`src/rtl/sdram_sched_pkg.sv`:
```
// Shared types and helpers for the SDRAM command scheduler.
// Assumes single-rank, single-device command pins.
package sdram_sched_pkg;

    // {cs_n, ras_n, cas_n, we_n}
    typedef enum logic [3:0] {
        CMD_MODE = 4'b0000,
        CMD_REF  = 4'b0001,
        CMD_PRE  = 4'b0010,
        CMD_ACT  = 4'b0011,
        CMD_WR   = 4'b0100,
        CMD_RD   = 4'b0101,
        CMD_NOP  = 4'b0111
    } sd_cmd_e;

    typedef enum logic [3:0] {
        ST_MODE, ST_MODE_GAP, ST_IDLE, ST_CLOSE, ST_OPEN, ST_COLUMN,
        ST_M_CLOSE, ST_M_REF, ST_M_GAP
    } sched_st_e;

    // Picoseconds to whole clocks, rounded up, never below one clock.
    function automatic int ps_to_clk(input int t_ps, input int clk_ps);
        int c;
        c = (t_ps + clk_ps - 1) / clk_ps;
        return (c < 1) ? 1 : c;
    endfunction

endpackage

```
`src/rtl/sdram_bank_timer.sv`:
```
// Per-bank state: open flag, open row, and down-counters for the
// activate-to-column, active time, row cycle, precharge and write
// recovery minimums. A counter loaded with N-1 on a command lets the
// next dependent command appear on the pins N clocks later.
// Assumes the caller only issues commands when the *_ok outputs allow.
module sdram_bank_timer #(
    parameter int ROW_W    = 13,
    parameter int CW       = 6,
    parameter int T_RCD_CK = 3,
    parameter int T_RAS_CK = 6,
    parameter int T_RC_CK  = 9,
    parameter int T_RP_CK  = 3,
    parameter int T_WR_CK  = 2,
    parameter int AGE_LIM  = 100
) (
    input  logic             clk,
    input  logic             rst_n,
    input  logic             act_i,
    input  logic             pre_i,
    input  logic             col_i,
    input  logic             wr_i,
    input  logic [ROW_W-1:0] row_i,
    output logic             open_o,
    output logic [ROW_W-1:0] row_o,
    output logic             act_ok_o,
    output logic             col_ok_o,
    output logic             pre_ok_o,
    output logic             age_hi_o
);
    localparam int AW = $clog2(AGE_LIM + 1);

    logic [CW-1:0] rcd_q, ras_q, rc_q, rp_q, wr_q;
    logic [AW-1:0] age_q;
    logic          open_q;
    logic [ROW_W-1:0] row_q;

    function automatic logic [CW-1:0] step(input logic ld, input logic [CW-1:0] cur, input int n);
        if (ld) return CW'(n - 1);
        if (cur != '0) return cur - CW'(1);
        return cur;
    endfunction

    // Timing counters: reload on the governing command, count down to zero.
    always_ff @(posedge clk) begin
        if (!rst_n) begin
            rcd_q <= '0; ras_q <= '0; rc_q <= '0; rp_q <= '0; wr_q <= '0;
        end else begin
            rcd_q <= step(act_i, rcd_q, T_RCD_CK);
            ras_q <= step(act_i, ras_q, T_RAS_CK);
            rc_q  <= step(act_i, rc_q,  T_RC_CK);
            rp_q  <= step(pre_i, rp_q,  T_RP_CK);
            wr_q  <= step(wr_i,  wr_q,  T_WR_CK);
        end
    end

    // Open row tracking and saturating open-age counter.
    always_ff @(posedge clk) begin
        if (!rst_n) begin
            open_q <= 1'b0; row_q <= '0; age_q <= '0;
        end else if (act_i) begin
            open_q <= 1'b1; row_q <= row_i; age_q <= '0;
        end else if (pre_i) begin
            open_q <= 1'b0; age_q <= '0;
        end else if (open_q && age_q != AW'(AGE_LIM)) begin
            age_q <= age_q + AW'(1);
        end
    end

    assign open_o   = open_q;
    assign row_o    = row_q;
    assign act_ok_o = !open_q && rp_q == '0 && rc_q == '0;
    assign col_ok_o = open_q && rcd_q == '0;
    assign pre_ok_o = ras_q == '0 && wr_q == '0;
    assign age_hi_o = open_q && age_q >= AW'(AGE_LIM);

    AST_COL_AFTER_RCD: assert property (@(posedge clk) disable iff (!rst_n)
        col_i |-> (open_q && rcd_q == '0));
    AST_ACT_WHEN_CLOSED: assert property (@(posedge clk) disable iff (!rst_n)
        act_i |-> (!open_q && rp_q == '0 && rc_q == '0));
    AST_PRE_AFTER_RAS_WR: assert property (@(posedge clk) disable iff (!rst_n)
        (pre_i && open_q) |-> (ras_q == '0 && wr_q == '0));
endmodule

```
`src/rtl/sdram_refresh_timer.sv`:
```
// Free-running refresh interval counter. Raises due_o every IV clocks
// and holds it until the scheduler reports a refresh issued.
// Assumes IV is larger than the longest close-and-refresh sequence.
module sdram_refresh_timer #(
    parameter int IV = 1000
) (
    input  logic clk,
    input  logic rst_n,
    input  logic ref_done_i,
    output logic due_o
);
    localparam int IW = $clog2(IV + 1);

    logic [IW-1:0] cnt_q;
    logic          pend_q;
    logic          tick;

    assign tick = cnt_q == IW'(IV - 1);

    // Interval counter and pending flag; a new tick wins over a clear.
    always_ff @(posedge clk) begin
        if (!rst_n) begin
            cnt_q <= '0; pend_q <= 1'b0;
        end else begin
            cnt_q <= tick ? '0 : cnt_q + IW'(1);
            if (tick) pend_q <= 1'b1;
            else if (ref_done_i) pend_q <= 1'b0;
        end
    end

    assign due_o = pend_q;

    AST_NO_MISSED_REFRESH: assert property (@(posedge clk) disable iff (!rst_n)
        tick |-> !pend_q);
endmodule

```
`src/rtl/sdram_cmd_sched.sv`:
```
// SDRAM command scheduler. Takes one single-beat access at a time,
// opens/closes rows as required, enforces per-bank and cross-bank
// minimum spacings, and runs a close-all / refresh sequence when the
// refresh interval expires or a bank nears its maximum active time.
// Assumes NUM_BANKS is a power of two, ROW_W > 10 and COL_W <= 10,
// and that the device is already powered up and precharged at reset.
module sdram_cmd_sched
    import sdram_sched_pkg::*;
#(
    parameter int NUM_BANKS     = 4,
    parameter int ROW_W         = 13,
    parameter int COL_W         = 9,
    parameter int CLK_PS        = 7500,
    parameter int T_RRD_PS      = 15000,
    parameter int T_RCD_PS      = 19000,
    parameter int T_RP_PS       = 19000,
    parameter int T_RAS_PS      = 45000,
    parameter int T_RC_PS       = 65000,
    parameter int T_RAS_MAX_PS  = 100_000_000,
    parameter int T_WR_CK       = 2,
    parameter int T_MRD_CK      = 2,
    parameter int REF_WINDOW_NS = 64_000_000,
    parameter int REF_COUNT     = 8192,
    parameter logic [ROW_W-1:0] MODE_WORD = 'h020
) (
    input  logic                 clk,
    input  logic                 rst_n,
    input  logic                 req_valid,
    output logic                 req_ready,
    input  logic                 req_write,
    input  logic [$clog2(NUM_BANKS)-1:0] req_bank,
    input  logic [ROW_W-1:0]     req_row,
    input  logic [COL_W-1:0]     req_col,
    output logic                 cs_n,
    output logic                 ras_n,
    output logic                 cas_n,
    output logic                 we_n,
    output logic [$clog2(NUM_BANKS)-1:0] ba,
    output logic [ROW_W-1:0]     addr
);
    localparam int BA_W       = $clog2(NUM_BANKS);
    localparam int RRD_CK     = ps_to_clk(T_RRD_PS, CLK_PS);
    localparam int RCD_CK     = ps_to_clk(T_RCD_PS, CLK_PS);
    localparam int RP_CK      = ps_to_clk(T_RP_PS, CLK_PS);
    localparam int RAS_CK     = ps_to_clk(T_RAS_PS, CLK_PS);
    localparam int RC_CK      = ps_to_clk(T_RC_PS, CLK_PS);
    localparam int RAS_MAX_CK = T_RAS_MAX_PS / CLK_PS;
    localparam int REF_IV     = (REF_WINDOW_NS / REF_COUNT) * 1000 / CLK_PS;
    localparam int MARGIN     = RAS_CK + RP_CK + RCD_CK + T_WR_CK + 4;
    localparam int AGE_LIM    = RAS_MAX_CK - MARGIN;
    localparam int CW         = $clog2(RC_CK + RAS_CK + RRD_CK + T_WR_CK + T_MRD_CK + 1);

    sched_st_e        state_q, state_d;
    sd_cmd_e          cmd_q, cmd_d;
    logic [BA_W-1:0]  ba_q, ba_d, q_bank;
    logic [ROW_W-1:0] addr_q, addr_d, q_row;
    logic [COL_W-1:0] q_col;
    logic             q_write, accept;
    logic [CW-1:0]    gap_q, gap_val, rrd_q;
    logic             gap_ld, rrd_ld, col_v, wr_v, ref_v, ref_due, maint_due;
    logic [NUM_BANKS-1:0] act_v, pre_v;
    logic [NUM_BANKS-1:0] bk_open, bk_act_ok, bk_col_ok, bk_pre_ok, bk_age_hi;
    logic [ROW_W-1:0]     bk_row [NUM_BANKS];

    // One timer per bank.
    for (genvar b = 0; b < NUM_BANKS; b++) begin : g_bank
        sdram_bank_timer #(
            .ROW_W(ROW_W), .CW(CW), .T_RCD_CK(RCD_CK), .T_RAS_CK(RAS_CK),
            .T_RC_CK(RC_CK), .T_RP_CK(RP_CK), .T_WR_CK(T_WR_CK), .AGE_LIM(AGE_LIM)
        ) i_bank (
            .clk(clk), .rst_n(rst_n), .act_i(act_v[b]), .pre_i(pre_v[b]),
            .col_i(col_v && q_bank == BA_W'(b)), .wr_i(wr_v && q_bank == BA_W'(b)),
            .row_i(q_row), .open_o(bk_open[b]), .row_o(bk_row[b]),
            .act_ok_o(bk_act_ok[b]), .col_ok_o(bk_col_ok[b]),
            .pre_ok_o(bk_pre_ok[b]), .age_hi_o(bk_age_hi[b])
        );
    end

    sdram_refresh_timer #(.IV(REF_IV)) i_refresh (
        .clk(clk), .rst_n(rst_n), .ref_done_i(ref_v), .due_o(ref_due)
    );

    assign maint_due = ref_due || (|bk_age_hi);
    assign req_ready = (state_q == ST_IDLE) && !maint_due;

    // Next command and state selection.
    always_comb begin
        state_d = state_q; cmd_d = CMD_NOP; ba_d = '0; addr_d = '0;
        act_v = '0; pre_v = '0; col_v = 1'b0; wr_v = 1'b0; ref_v = 1'b0;
        accept = 1'b0; gap_ld = 1'b0; gap_val = '0; rrd_ld = 1'b0;
        case (state_q)
            ST_MODE: begin
                cmd_d = CMD_MODE; addr_d = MODE_WORD;
                gap_ld = 1'b1; gap_val = CW'(T_MRD_CK - 1); state_d = ST_MODE_GAP;
            end
            ST_MODE_GAP: if (gap_q == '0) state_d = ST_IDLE;
            ST_IDLE: begin
                if (maint_due) state_d = ST_M_CLOSE;
                else if (req_valid) begin
                    accept = 1'b1;
                    if (!bk_open[req_bank]) state_d = ST_OPEN;
                    else if (bk_row[req_bank] == req_row) state_d = ST_COLUMN;
                    else state_d = ST_CLOSE;
                end
            end
            ST_CLOSE: if (bk_pre_ok[q_bank]) begin
                cmd_d = CMD_PRE; ba_d = q_bank; pre_v[q_bank] = 1'b1; state_d = ST_OPEN;
            end
            ST_OPEN: if (bk_act_ok[q_bank] && rrd_q == '0) begin
                cmd_d = CMD_ACT; ba_d = q_bank; addr_d = q_row;
                act_v[q_bank] = 1'b1; rrd_ld = 1'b1; state_d = ST_COLUMN;
            end
            ST_COLUMN: if (bk_col_ok[q_bank]) begin
                cmd_d = q_write ? CMD_WR : CMD_RD; ba_d = q_bank;
                addr_d = ROW_W'(q_col); col_v = 1'b1; wr_v = q_write; state_d = ST_IDLE;
            end
            ST_M_CLOSE: if (&(bk_pre_ok | ~bk_open)) begin
                cmd_d = CMD_PRE; addr_d[10] = 1'b1; pre_v = '1; state_d = ST_M_REF;
            end
            ST_M_REF: if (&bk_act_ok) begin
                cmd_d = CMD_REF; ref_v = 1'b1;
                gap_ld = 1'b1; gap_val = CW'(RC_CK - 1); state_d = ST_M_GAP;
            end
            ST_M_GAP: if (gap_q == '0) state_d = ST_IDLE;
            default: state_d = ST_IDLE;
        endcase
    end

    // State, registered pins, latched request and global gap counters.
    always_ff @(posedge clk) begin
        if (!rst_n) begin
            state_q <= ST_MODE; cmd_q <= CMD_NOP; ba_q <= '0; addr_q <= '0;
            q_bank <= '0; q_row <= '0; q_col <= '0; q_write <= 1'b0;
            gap_q <= '0; rrd_q <= '0;
        end else begin
            state_q <= state_d; cmd_q <= cmd_d; ba_q <= ba_d; addr_q <= addr_d;
            if (accept) begin
                q_bank <= req_bank; q_row <= req_row; q_col <= req_col; q_write <= req_write;
            end
            if (gap_ld) gap_q <= gap_val;
            else if (gap_q != '0) gap_q <= gap_q - CW'(1);
            if (rrd_ld) rrd_q <= CW'(RRD_CK - 1);
            else if (rrd_q != '0) rrd_q <= rrd_q - CW'(1);
        end
    end

    assign {cs_n, ras_n, cas_n, we_n} = cmd_q;
    assign ba   = ba_q;
    assign addr = addr_q;

    AST_REF_ALL_CLOSED: assert property (@(posedge clk) disable iff (!rst_n)
        (cmd_q == CMD_REF) |-> (bk_open == '0));
    AST_READY_DROPS: assert property (@(posedge clk) disable iff (!rst_n)
        (req_valid && req_ready) |=> !req_ready);
    AST_ONE_ACT: assert property (@(posedge clk) disable iff (!rst_n)
        $onehot0(act_v));
endmodule

```
`config.mk`:
```
export PLATFORM = sky130hd
export DESIGN_NAME = sdram_cmd_sched
export DESIGN_NICKNAME = d
export VERILOG_FILES = /design/src/rtl/sdram_sched_pkg.sv /design/src/rtl/sdram_bank_timer.sv /design/src/rtl/sdram_refresh_timer.sv /design/src/rtl/sdram_cmd_sched.sv
export SDC_FILE = /design/constraint.sdc
export NUM_CORES = 1
export LEC_CHECK = 0
export ABC_AREA = 1
export BUFFER_PORTS_ARGS = -buffer_cell sky130_fd_sc_hd__buf_2
export CAP_MARGIN = 10
export CORE_UTILIZATION = 35
export CTS_CLUSTER_DIAMETER = 200
export DETAILED_ROUTE_END_ITERATION = 8
export PLACE_DENSITY = 0.51
export SYNTH_ARGS = -nofsm -noshare
export SYNTH_HDL_FRONTEND = slang
export SYNTH_SLANG_ARGS = --single-unit
```
`constraint.sdc`:
```
create_clock -name clk -period 2.36 [get_ports clk]
set_input_delay 0.354 -clock clk [delete_from_list [all_inputs] [get_ports clk]]
set_output_delay 0.354 -clock clk [all_outputs]
set_load 0.02 [all_outputs]
```
==> impl_metrics.toml <==
[finish]
antenna_cells = 0
fin_area_um2 = 16100
fillers = 4018
seq_area_um2 = 5640
drive_gt1_frac = 0.137
fin_util = 0.424
nNetsFinal = 2101
syn_to_final_growth_pct = 18.2
multi_input_area_um2 = 6830

[logic_synthesis]
yosysMostFrequentCell = "nand2_1"
synthFlopType = "dfxtp_1"
synth_edf_count = 0
synth_top_area_frac = 0.413
synthCells = 1923
synth_seq_cells = 281
netlist_area_um2 = 13600
yosys_warnings = 0
yosysSeqAreaShare = 0.413
synthArstFlopShare = 0
synthTopCellsByArea = "dfxtp_1 (41%), nand2_1 (13%), inv_1 (7.4%)"
syn_nets = 2000
ys_types = 46
yosys-top-cells-count = "nand2_1 (467), dfxtp_1 (281), inv_1 (268)"
avgSynthCellArea_um2 = 7.09
yosys.area.top_type = "dfxtp_1"

[drt]
wl_per_cell_um = 13.6
drtPass1Iterations = 5
drt-total-wl_mm = 34.8
drt_iter0_markers = 635
ant_nets = 0
viasPerCell = 4.79
vias = 12300
drc = 0

[global_routing]
grtUsageTotal = 0.179
antenna_found_initial = 0
grt_pass1_vias = 11300
overflow = 0
grt_max_degree = 41
grt_first_pass_wirelength_mm = 56.8

[cts]
h-tree-depth = 2
cts_tree = "done"
root_buffer = "clkbuf_16"
clk_latency_ps = 520
clockBufferDepth = 3
cts_made_buffers = 35
clk_pin_slew_worst_paths_ps = 50
cts.sinks = 281
cts_hold_buf = 0

[die]
die_h_um = 199
io_pins = 48
die_w_um = 199
die_area_um2 = 39700
start_util = 0.359
core_um2 = 38000
rows = 71

[critical_path]
critPathKind = "reg2out"
worstPathMaxFanout = 2
startpoint_type = "flip-flop"
crit_arrival_ps = 1980
end_kind = "output pin"
worstPathRequired_ps = 2010

[power_and_ir_drop]
irDropWorstVdd_v = 0.000695
leakagePower_nw = 6.90
powerDensity_nw_per_um2 = 1120

[timing]
drv_slew = 0
timing.final.ws_setup_ps = 27.1
final.min_clock_period_ps = 2330
final.setup_skew_ps = 20.8
rsz0062_at_grt = "yes"
tns_ps = 0
finalSetupViolations = 0
slew_headroom = 0.407
final_hold_viol_count = 0
finalCritPeriodShare = 0.989
clock.fmax_mhz = 429
worst-slew-pin-transition_ps = 884

[worst_hold_path]
hp-class = "in2reg"

[placement]
dp_hpwl_mm = 25.0
globalplace.congestion = 0.848
place_area_um2 = 14700
pre_cts_ws_ps = -11.6
port_buffers = 46

[flow_run]
drv_cap = 0

[outcome]
outcome = "finished, final reports clean"
==> path summary, 6_finish.rpt <==
| path | cells past startpoint | startpoint | to | slack [ps] |
|---|---|---|---|---|
| worst min-delay path | 3 | req_col[4] | q_col[4] | 120 |
| worst max register to register | 15 | g_bank[2].i_bank.ras_q[1] | g_bank[3].i_bank.age_q[2] | 140 |
| worst max-delay path | 10 | g_bank[0].i_bank.age_q[1] | req_ready | 30 |
| worst min register to register | 1 | i_refresh.cnt_q[0] | i_refresh.cnt_q[0] | 450 |
==> cell type report <==
cell class	count	share of cell area
Multi-Input combinational cell	1312	0.424
Sequential cell	281	0.350
Inverter	284	0.0666
Clock buffer	51	0.0657
Timing Repair Buffer	110	0.0471
Tap cell	511	0.0397
Clock inverter	10	0.00637
==> critical path, stage by stage, from the launching register on <==
cell and delay [ps]:
dfxtp_2 330, ha_4 160, inv_2 50, nand4_1 110, nand3_1 110, nand2_1 60, nand2_2 90, nand3_4 110
nor3_4 220, buf_6 130, buf_6 100
==> cell usage in the layout (no fill, tap or decap), types with 7 or more instances in the layout <==
master     count
inv_1        257
nand3b_1      11
nand4_1       23
dfxtp_1      268
nand2_1      459
nor4_1        15
inv_2         22
a31oi_1       17
nor3b_1       11
nor2_2        25
a21oi_1      133
clkbuf_8       8
o21ai_1       43
buf_2         45
xnor2_1       13
or2_2         11
a211oi_1      13
nand2_2       11
buf_4         60
dfxtp_2       12
nor2_1       135
clkbuf_16     37
nand3_1      116
nor3_1        62
ha_1          47
o21ai_0       83
clkinv_2       7
xor2_1        34
==> metrics by stage <==
| step | total power, mW | hold slack (ps) | cells |
|---|---|---|---|
| floorplan | 11.1 | 417 | 1923 |
| global placement | 12.6 | 431 | 2492 |
| detailed placement | 12.7 | 438 | 2492 |
| CTS | 18.2 | 95.1 | 2558 |
| global route | 19.6 | 113 | 2559 |
| finish | 18.1 | 120 | 2559 |
==> layer usage <==
layer,global-route usage,vias to the layer above,share of wire
li1,-,6414,-
met1,0.244,5610,0.49
met2,0.291,187,0.45
met3,0.0270,51,0.039
met4,0.0489,0,0.022
met5,0,-,0
==> flip-flops by register name, summed over array words and instances (netlist names), 4 cells and up <==
| name | count |
|---|---|
| g_bank.i_bank.open_o | 4 |
| addr | 13 |
| i_refresh.cnt_q | 11 |
| g_bank.i_bank.wr_q | 20 |
| q_col | 9 |
| g_bank.i_bank.row_o | 52 |
| state_q | 4 |
| g_bank.i_bank.ras_q | 20 |
| q_row | 13 |
| gap_q | 5 |
| g_bank.i_bank.rcd_q | 20 |
| g_bank.i_bank.age_q | 56 |
| g_bank.i_bank.rc_q | 20 |
| g_bank.i_bank.rp_q | 20 |
| rrd_q | 5 |
==> kinds of logic after synthesis <==
logic type               count (synthesis)  synth area share
flip-flops                             281             0.413
other                                    1          0.000275
XOR/XNOR                                47            0.0302
adder cells (fa/ha/maj)                 49            0.0450
buffers and inverters                  330            0.0952
AND/OR/NAND/NOR                        907             0.295
AO/OA/AOI/OAI                          308             0.122
==> timing repair <==
action / CTS / global route
endpoints found under the hold margin: 0 / 0
endpoints found under the setup margin: 4 / 84
pin swaps: 8 / 14
setup buffers: 5 / 1
cloned: 0 / 0
gates resized for setup: 27 / 39
==> power by group <==
group / leakage [nW] / internal, mW / switching [mW]
registers: 2.30 / 5.70 / 0.687
clock network: 0.576 / 3.32 / 2.04
logic: 4.02 / 2.48 / 3.88
total: 6.90 / 11.5 / 6.61
No activity file was read; power rests on OpenSTA's default activity.
